--- src/rtl/pcw_pkg.sv ---
`timescale 1ns/1ps
package pcw_pkg;
  typedef enum logic [1:0] {
    ST_IDLE = 2'd0,
    ST_ARR  = 2'd1,
    ST_STS  = 2'd2,
    ST_PROG = 2'd3
  } pcw_state_e;

  // instruction plus address occupy two bytes before data
  localparam int unsigned HDR_BYTES = 2;
endpackage

--- src/rtl/pcw_page_buffer.sv ---
`timescale 1ns/1ps
module pcw_page_buffer #(
  parameter int unsigned PAGE_BYTES = 16,
  parameter int unsigned DATA_W     = 8,
  localparam int unsigned SW        = $clog2(PAGE_BYTES)
) (
  input  logic                  clk,
  input  logic                  rst_n,
  input  logic                  clr,
  input  logic [SW-1:0]         base_slot,
  input  logic                  wr_en,
  input  logic [DATA_W-1:0]     wr_data,
  input  logic [SW-1:0]         rd_slot,
  output logic [DATA_W-1:0]     rd_data,
  output logic [PAGE_BYTES-1:0] valid_mask
);
  logic [SW-1:0]     ptr_q;
  logic [DATA_W-1:0] slot_q [PAGE_BYTES];

  // pointer wraps naturally within the power-of-two page
  always_ff @(posedge clk or negedge rst_n) begin
    if (!rst_n)     ptr_q <= '0;
    else if (clr)   ptr_q <= base_slot;
    else if (wr_en) ptr_q <= ptr_q + 1'b1;
  end

  for (genvar g = 0; g < PAGE_BYTES; g++) begin : g_slot
    logic hit;
    assign hit = wr_en && (ptr_q == SW'(g));

    always_ff @(posedge clk or negedge rst_n) begin
      if (!rst_n)   valid_mask[g] <= 1'b0;
      else if (clr) valid_mask[g] <= 1'b0;
      else if (hit) valid_mask[g] <= 1'b1;
    end

    always_ff @(posedge clk or negedge rst_n) begin
      if (!rst_n)   slot_q[g] <= '0;
      else if (hit) slot_q[g] <= wr_data;
    end
  end

  assign rd_data = slot_q[rd_slot];
endmodule

--- src/rtl/pcw_prog_timer.sv ---
`timescale 1ns/1ps
module pcw_prog_timer #(
  parameter int unsigned TICKS = 2_500_000,
  localparam int unsigned TW   = $clog2(TICKS + 1)
) (
  input  logic          clk,
  input  logic          rst_n,
  input  logic          kick,
  output logic          busy,
  output logic [TW-1:0] idx,
  output logic          last,
  output logic          done
);
  assign last = busy && (idx == TW'(TICKS - 1));

  always_ff @(posedge clk or negedge rst_n) begin
    if (!rst_n) begin
      busy <= 1'b0;
      idx  <= '0;
      done <= 1'b0;
    end else begin
      done <= 1'b0;
      if (busy) begin
        if (last) begin
          busy <= 1'b0;
          idx  <= '0;
          done <= 1'b1;
        end else begin
          idx <= idx + 1'b1;
        end
      end else if (kick) begin
        busy <= 1'b1;
        idx  <= '0;
      end
    end
  end
endmodule

--- src/rtl/pcw_commit_check.sv ---
`timescale 1ns/1ps
module pcw_commit_check #(
  parameter int unsigned DATA_W = 8,
  parameter int unsigned CNT_W  = 16
) (
  input  logic             is_status,
  input  logic             permit_ok,
  input  logic [CNT_W-1:0] bits,
  output logic             go
);
  import pcw_pkg::*;
  localparam int unsigned HDR_BITS = HDR_BYTES * DATA_W;

  logic on_byte, array_ok, status_ok;

  always_comb begin
    on_byte   = (bits % CNT_W'(DATA_W)) == '0;
    array_ok  = on_byte && (bits >= CNT_W'(HDR_BITS + DATA_W));
    status_ok = (bits == CNT_W'(HDR_BITS));
    go        = permit_ok && (is_status ? status_ok : array_ok);
  end
endmodule

--- src/rtl/page_commit_engine.sv ---
`timescale 1ns/1ps
module page_commit_engine #(
  parameter int unsigned ADDR_W     = 9,
  parameter int unsigned DATA_W     = 8,
  parameter int unsigned PAGE_BYTES = 16,
  parameter int unsigned CNT_W      = 16,
  parameter int unsigned PROG_TICKS = 2_500_000,
  localparam int unsigned SW        = $clog2(PAGE_BYTES),
  localparam int unsigned TW        = $clog2(PROG_TICKS + 1)
) (
  input  logic              clk,
  input  logic              rst_n,
  input  logic              start_valid,
  input  logic              start_is_status,
  input  logic [ADDR_W-1:0] start_addr,
  input  logic              byte_valid,
  output logic              byte_ready,
  input  logic [DATA_W-1:0] byte_data,
  input  logic              cs_rise,
  input  logic [CNT_W-1:0]  cs_bits,
  input  logic              wr_permit,
  output logic              busy,
  output logic              arr_we,
  output logic [ADDR_W-1:0] arr_addr,
  output logic [DATA_W-1:0] arr_wdata,
  output logic              sts_we,
  output logic [DATA_W-1:0] sts_wdata,
  output logic              done
);
  import pcw_pkg::*;

  pcw_state_e           st_q;
  logic [ADDR_W-SW-1:0] page_q;
  logic                 perm_q;
  logic                 prog_sts_q;
  logic [DATA_W-1:0]    sts_q;
  logic                 sts_got_q;

  logic                  in_session, take, arr_take, open_req;
  logic                  go, kick;
  logic                  t_last;
  logic [TW-1:0]         t_idx;
  logic [SW-1:0]         wb_slot;
  logic                  in_window;
  logic [DATA_W-1:0]     buf_rd;
  logic [PAGE_BYTES-1:0] buf_mask;

  assign in_session = (st_q == ST_ARR) || (st_q == ST_STS);
  assign byte_ready = in_session;
  assign take       = byte_valid && byte_ready;
  assign arr_take   = take && (st_q == ST_ARR);
  assign open_req   = start_valid && (st_q == ST_IDLE);

  pcw_commit_check #(.DATA_W(DATA_W), .CNT_W(CNT_W)) u_check (
    .is_status (st_q == ST_STS),
    .permit_ok (perm_q && wr_permit),
    .bits      (cs_bits),
    .go        (go)
  );

  assign kick = in_session && cs_rise && go;

  pcw_page_buffer #(.PAGE_BYTES(PAGE_BYTES), .DATA_W(DATA_W)) u_buf (
    .clk        (clk),
    .rst_n      (rst_n),
    .clr        (open_req && !start_is_status),
    .base_slot  (start_addr[SW-1:0]),
    .wr_en      (arr_take),
    .wr_data    (byte_data),
    .rd_slot    (wb_slot),
    .rd_data    (buf_rd),
    .valid_mask (buf_mask)
  );

  pcw_prog_timer #(.TICKS(PROG_TICKS)) u_tmr (
    .clk  (clk),
    .rst_n(rst_n),
    .kick (kick),
    .busy (busy),
    .idx  (t_idx),
    .last (t_last),
    .done (done)
  );

  always_ff @(posedge clk or negedge rst_n) begin
    if (!rst_n) begin
      st_q       <= ST_IDLE;
      page_q     <= '0;
      perm_q     <= 1'b0;
      prog_sts_q <= 1'b0;
      sts_q      <= '0;
      sts_got_q  <= 1'b0;
    end else begin
      unique case (st_q)
        ST_IDLE: begin
          if (start_valid) begin
            st_q      <= start_is_status ? ST_STS : ST_ARR;
            page_q    <= start_addr[ADDR_W-1:SW];
            perm_q    <= wr_permit;
            sts_got_q <= 1'b0;
          end
        end
        ST_ARR, ST_STS: begin
          perm_q <= perm_q && wr_permit;
          if (st_q == ST_STS && take && !sts_got_q) begin
            sts_q     <= byte_data;
            sts_got_q <= 1'b1;
          end
          if (cs_rise) begin
            st_q       <= go ? ST_PROG : ST_IDLE;
            prog_sts_q <= (st_q == ST_STS);
          end
        end
        ST_PROG: begin
          if (t_last) st_q <= ST_IDLE;
        end
        default: st_q <= ST_IDLE;
      endcase
    end
  end

  // write-back walk: busy cycle k services slot k
  assign wb_slot   = t_idx[SW-1:0];
  assign in_window = t_idx < TW'(PAGE_BYTES);
  assign arr_we    = busy && !prog_sts_q && in_window && buf_mask[wb_slot];
  assign arr_addr  = {page_q, wb_slot};
  assign arr_wdata = buf_rd;
  assign sts_we    = busy && prog_sts_q && (t_idx == '0);
  assign sts_wdata = sts_q;
endmodule

--- config.mk ---
export PLATFORM = sky130hd
export DESIGN_NAME = page_commit_engine
export DESIGN_NICKNAME = d
export VERILOG_FILES = /design/src/rtl/pcw_pkg.sv /design/src/rtl/pcw_page_buffer.sv /design/src/rtl/pcw_prog_timer.sv /design/src/rtl/pcw_commit_check.sv /design/src/rtl/page_commit_engine.sv
export SDC_FILE = /design/constraint.sdc
export NUM_CORES = 1
export LEC_CHECK = 0
export ABC_AREA = 1
export BUFFER_PORTS_ARGS = -buffer_cell sky130_fd_sc_hd__buf_2
export CORE_AREA = 2 2 167 169
export CTS_BUF_LIST = sky130_fd_sc_hd__clkbuf_8 sky130_fd_sc_hd__clkbuf_16
export DETAILED_ROUTE_END_ITERATION = 8
export DIE_AREA = 0 0 169 171
export GPL_ROUTABILITY_DRIVEN = 0
export GPL_TIMING_DRIVEN = 0
export PLACE_DENSITY = 0.5
export SLEW_MARGIN = 20
export SYNTH_ARGS = -nofsm -noshare
export SYNTH_HDL_FRONTEND = slang
export SYNTH_SLANG_ARGS = --single-unit
--- constraint.sdc ---
create_clock -name clk -period 1.9 [get_ports clk]
set_clock_uncertainty 0.05 [all_clocks]
set_input_delay 0.095 -clock clk [delete_from_list [all_inputs] [get_ports clk]]
set_output_delay 0.095 -clock clk [all_outputs]
set_load 0.01 [all_outputs]
* After elaboration in Yosys (flattened, before gate mapping)
Index checks and enable logic that the tools add are counted.
** Operators by class
- Div/mod/pow operators :: 0
- Muxes and demuxes :: 59
- Magnitude comparators :: 4
- Reductions and logical operators :: 67
- Add/subtract/negate cells :: 2
- Shift-type cells :: 0
- Multiply operators :: 0
- Bitwise operators :: 1
- Equal/unequal tests :: 24
** Operator list (number)
- 22-bit two-way mux :: 3
- 1-bit two-way mux :: 42
- 2-bit nonzero test :: 19
- 1-bit logical AND :: 33
- 8-bit binary-select mux with 4-bit select :: 1
- 4-bit == test, second input constant :: 8
- 22-bit by 1-bit adder with 22-bit output, second input constant :: 1
- 22-bit == test, second input constant :: 1
- 22-bit zero test :: 1
- 22-bit by 5-bit less-than comparator with 1-bit output, second input constant :: 1
- 16-bit by 5-bit == test with 1-bit output, second input constant :: 1
- 4-bit by 3-bit == test with 1-bit output, second input constant :: 4
- 16-bit by 5-bit >= comparator with 1-bit output, second input constant :: 1
- 16-bit zero test :: 1
- 8-bit two-way mux :: 2
- 2-bit two-way mux :: 5
- 4-bit by 2-bit == test with 1-bit output, second input constant :: 2
- 4-bit two-way mux :: 2
- 2-bit inequality test, second input constant :: 4
- 2-bit AND reduction :: 4
- 2-bit case mux with 3 select lines :: 1
- 3-bit AND reduction :: 2
- 5-bit >= comparator, second input constant :: 1
- 4-bit by 5-bit less-than comparator with 1-bit output, second input constant :: 1
- 12 further kinds :: 16
** Storage, ports and cells
- ROM bits :: 0
- Register bits after elaboration :: 190
- Bits in latches :: 0
- Input bits :: 40
- Memory bits (writable) :: 0
- Memories :: 0

* Depth between registers and ports, before layout
- Word-level depth :: 7
- Depth in mapped cells :: 12
- Mapped depth without buffers :: 11

* By module
A second synthesis with hierarchy kept.
** Unflattened totals
- Cells, all modules :: 1324
- Area total of the unflattened synthesis :: 9890.7 µm²
** By module, submodules not included
- pcw_page_buffer :: area each 7058.0 µm², cells an instance 914, times used 1, sequential area each 3703.6 µm²
- pcw_prog_timer :: area each 1559.0 µm², cells an instance 225, times used 1, sequential area each 600.6 µm²
- page_commit_engine :: area each 1167.4 µm², cells an instance 158, times used 1, sequential area each 450.4 µm²
- pcw_commit_check :: area each 106.4 µm², cells an instance 27, times used 1, sequential area each 0.0 µm²

* Least setup slack after synthesis
No wires, ideal clock.
- Path type :: register -> output
- From :: reg u_tmr.idx[0]
- To :: out sts_we
- Arrival :: 1.577 ns
- Slack :: 0.178 ns
- Cell stages (with the launch flop) :: 7
- Cells stage by stage :: dfrtp_1 > buf_2 > inv_2 > buf_1 > ha_1 > nand2_1 > nor4_1
** Between the ends
- Cells in the longest elaborated chain, start to end :: 2
** RTL lines
- start, declared :: RTL line pcw_prog_timer.sv:10 : output logic [TW-1:0] idx,
- start signal, assigned :: RTL line pcw_prog_timer.sv:29 : idx <= idx + 1'b1;
- 22-bit zero test :: RTL line page_commit_engine.sv:128 : assign sts_we = busy && prog_sts_q && (t_idx == '0);
- 1-bit logical AND :: RTL line page_commit_engine.sv:128
- end, declared :: RTL line page_commit_engine.sv:26 : output logic sts_we,
Every way passes these cells.

* Worst setup path in the final report
- From :: reg u_tmr.idx[0]
- To :: out arr_wdata[2]
** Between the ends
- Cells in the longest elaborated chain, start to end :: 4
** RTL lines
- 4-bit inverter with 5-bit output (not written as such) :: RTL line pcw_page_buffer.sv:43 : assign rd_data = slot_q[rd_slot];
- 8-bit binary-select mux with 4-bit select :: RTL line pcw_page_buffer.sv:43
- 8-bit two-way mux (not written as such) (2 in a row) :: RTL line pcw_page_buffer.sv:43
- end, declared :: RTL line page_commit_engine.sv:25 : output logic [DATA_W-1:0] arr_wdata,
Every way passes these cells. The select of a mux whose other input is x is not followed.

==> summary.md <==
| Metric | Value |
|---|---|
| Overall power | `~13 mW` |
| Final worst path period need | `2.213 ns` |
| Top routing layer used | `met4` |
| Clock-pin slew on the worst setup and hold paths | `0.09 ns` |
| Endpoint required time on the critical path | `1.75 ns` |
| Grt ovf | `0` |
| Rows | `61` |
| Critical path class | `flip-flop to output port` |
| Hpwl dp | `~22 mm` |
| Crit share post-route | `1.165` |
| Leakage | `5.881 nW` |
| Final Net Count | `1358` |
| Number of global-route vias before repair | `8702` |
| CTS tree | `built` |
| Placed Instances | `1582` |
| Initial Util | `0.3434` |
| Worst-case hold slack | `between 0.015 and 0.02 ns` |
| Worst slew pin tran | `0.6823 ns` |
| Port Buffers | `69` |
| Yosys cell types | `44` |
| Met1 wire length | `14.61 mm` |
| Reg area | `4757 µm²` |
| Setup ws final | `-0.3131 ns` |
| Setup Viol. Count Final | `10` |
| Clock Latency Late Sink | `0.45 ns` |
| Pwr per Cell Area | `1069 nW/µm²` |
| DP Worst Slack | `-0.4806 ns` |
| Most used DFF post-synth | `dfrtp_1` |
| Post-route DRC | `0` |
| Diode count | `0` |
| Drt pass-1 iters | `5` |
| WL met2 | `15.54 mm` |
| Initial antenna violation count | `0` |
| Final Hold Vio Count | `0` |
| Die H | `171 µm` |
| Max clock buf depth | `2` |
| Crit-path max FO | `10` |
| Drt wl/cell | `19.79 µm` |
| Critical path data arrival time | `a little over 2 ns` |
| RSZ-0062 raised after global routing | `yes` |
| Die footprint | `28900 µm²` |
| Setup_tns | `-2.648 ns` |
| VDD IR max | `0.5288 mV` |
| Top-Level Pins | `70` |
| Fmax | `451.9 MHz` |
| Htree depth | `4` |
| CTS sink cnt | `190` |
| EDFF count, synth | `0` |
| Largest net degree at the start of global routing | `77` |
| R2R Setup Slk | `0.06 ns` |
| Final Instance Count excl. Fillers | `1666` |
| Hold crit path type | `input pin to flip-flop` |
| Maxcap violations | `0` |
| Total number of vias | `8676` |
| Vias per inst | `5.208` |
| Post-DRT Antenna Nets | `0` |
| Area added between synthesis and finish | `32.61%` |
| Failing checks | `setup timing` |
| Outcome | `finished, violations left` |
| Share of cells above drive strength 1 | `0.2644` |
| Core ar. | `about 27000 µm²` |
| Drt first-iter violations | `687` |
| Worst setup SP type | `flip-flop` |
| Post-synthesis sequential area ratio | `0.5067` |
| Mean Syn Cell Area | `8.055 µm²` |
| Max-slew violations | `0` |
| CP endpoint kind | `output port` |
| Routed wl met3 | `1.782 mm` |
| CTS root buffer | `clkbuf_16` |
| Cts bufs inserted | `17` |
| Die X | `169 µm` |
| Synthesized instance count | `1165` |
| Global router's overall resource usage | `0.2358` |
| Worst rel slew slack | `0.5451` |
| Final WL | `32.97 mm` |
| Synthesized area | `9384 µm²` |
| Post-synthesis async set-or-reset flop share | `1.000` |
| Post-synthesis net count | `between 1000 and 1500` |
| Seq cells post-synth | `190` |
| Filler cells | `around 2700` |
| Syn. warnings | `0` |
| Multi-input gate area | `approximately 4500 µm²` |
| First-pass GRT wire length | `51.20 mm` |
## power breakdown
part	leakage [nW]	internal, mW	total [mW]	switching, mW
clock network	0.288	1.78	3.70	1.92
logic	3.14	1.34	3.44	2.10
registers	2.45	5.38	6.17	0.792
## per-stage QoR
step / area, µm² / util
final: 12440 / 0.4554
after global routing: 12440 / 0.4554
after CTS: 12080 / 0.4420
after detailed placement: 10230 / 0.3743
after global placement: 10160 / 0.3719
after floorplan: 9384 / -
## final cells by class
| cell class | count | share of cell area |
|---|---|---|
| plain buffers | 55 | 0.04635 |
| repair buffers | 127 | 0.08556 |
| inverters | 114 | 0.03831 |
| flip-flops and latches | 190 | 0.3823 |
| repair inverters | 2 | 0.001005 |
| clock buffers | 17 | 0.03418 |
| well taps | 346 | 0.03479 |
| multi-input cells | 800 | 0.3638 |
| clock inverters | 15 | 0.01377 |
## cell usage after synthesis, types with 6 or more instances
cell      number  share of area
inv_2         13         0.0052
clkbuf_1      21         0.0084
nand4_1       19          0.013
nand3_1       52          0.028
o21ai_0      190           0.10
a21oi_1       61          0.033
buf_2         27          0.014
ha_1          11          0.015
nor2_1        78          0.031
buf_4          9         0.0072
inv_1         99          0.040
dfrtp_1      190           0.51
nand2_1      292           0.12
o22ai_1        8         0.0053
a211oi_1       6         0.0048
nor2_4         7         0.0084
nor2_2         7         0.0047
o21ai_1       17         0.0091
nor3_1         7         0.0037
## worst max-delay path, cell delays in order, from the launching register on
cell and delay [ns]:
dfrtp_2 0.45, buf_12 0.16, clkinv_8 0.08, clkbuf_16 0.18, o21ai_1 0.21, o22ai_4 0.11
o21ai_2 0.16, nand2_1 0.10, buf_2 0.15
## timing repair
item | in CTS | in global routing
gates cloned | 6 | 5
gates resized for setup | 235 | 75
buffers inserted | 20 | 8
setup endpoints to repair | 125 | 167
endpoints found under the hold margin | 161 | 0
pin swaps | 46 | 33
hold buffers | 20 | 0
## routing by layer
| layer | up-vias | global-route usage |
|---|---|---|
| li1 | 4127 | - |
| met1 | 4237 | 0.3142 |
| met2 | 256 | 0.3852 |
| met3 | 56 | 0.04025 |
| met4 | 0 | 0.09104 |
| met5 | - | 0 |
## worst paths after layout
kind                                         end  cells past startpoint           from
worst min register to register         page_q[0]                      2      page_q[0]
max in group asynchronous       u_buf.slot_q[93]                      4          rst_n
worst min-delay path              u_buf.ptr_q[3]                      4  start_addr[3]
min in group asynchronous              page_q[3]                      2          rst_n
worst max register to register      u_tmr.idx[5]                     12   u_tmr.idx[0]
worst max-delay path                arr_wdata[2]                      8   u_tmr.idx[0]
## kinds of logic after synthesis
logic type / share of synthesized area
and+or+nand+nor: 0.2301
AOI/OAI and AO/OA: 0.1671
DFF: 0.5067
buffers and inverters: 0.07960
adders and majority gates: 0.01467
xor gates and xnor gates: 0.001867
## sequential cells by signal, summed over array words and instances (netlist names)
name	count
u_buf.slot_q	128
u_tmr.idx	22
u_buf.valid_mask	16
sts_wdata	8
page_q	5
u_buf.ptr_q	4
st_q	2
perm_q	1
prog_sts_q	1
sts_got_q	1
u_tmr.busy	1
u_tmr.done	1
## placed cells by master (no fill, tap or decap), drive strengths merged
cell / Yosys / routed
o211ai: 4 / 4
o221ai: 2 / 2
dlygate4sd3: 0 / 20
a211oi: 6 / 6
o2111ai: 2 / 2
a21oi: 62 / 62
clkinvlp: 0 / 1
nand2: 300 / 300
nor3: 13 / 13
buf: 39 / 137
ha: 11 / 11
nand3b: 2 / 2
clkinv: 1 / 9
or2: 4 / 4
o311ai: 1 / 1
nand3: 53 / 53
inv: 113 / 121
o22ai: 8 / 8
nor2: 93 / 93
nand4: 19 / 19
dfrtp: 190 / 190
nor3b: 1 / 1
clkbuf: 22 / 42
a31oi: 1 / 1
a221oi: 4 / 4
xor2: 2 / 2
o31ai: 1 / 1
nor4: 4 / 4
o21ai: 207 / 207
(Power assumes the default switching activity.)
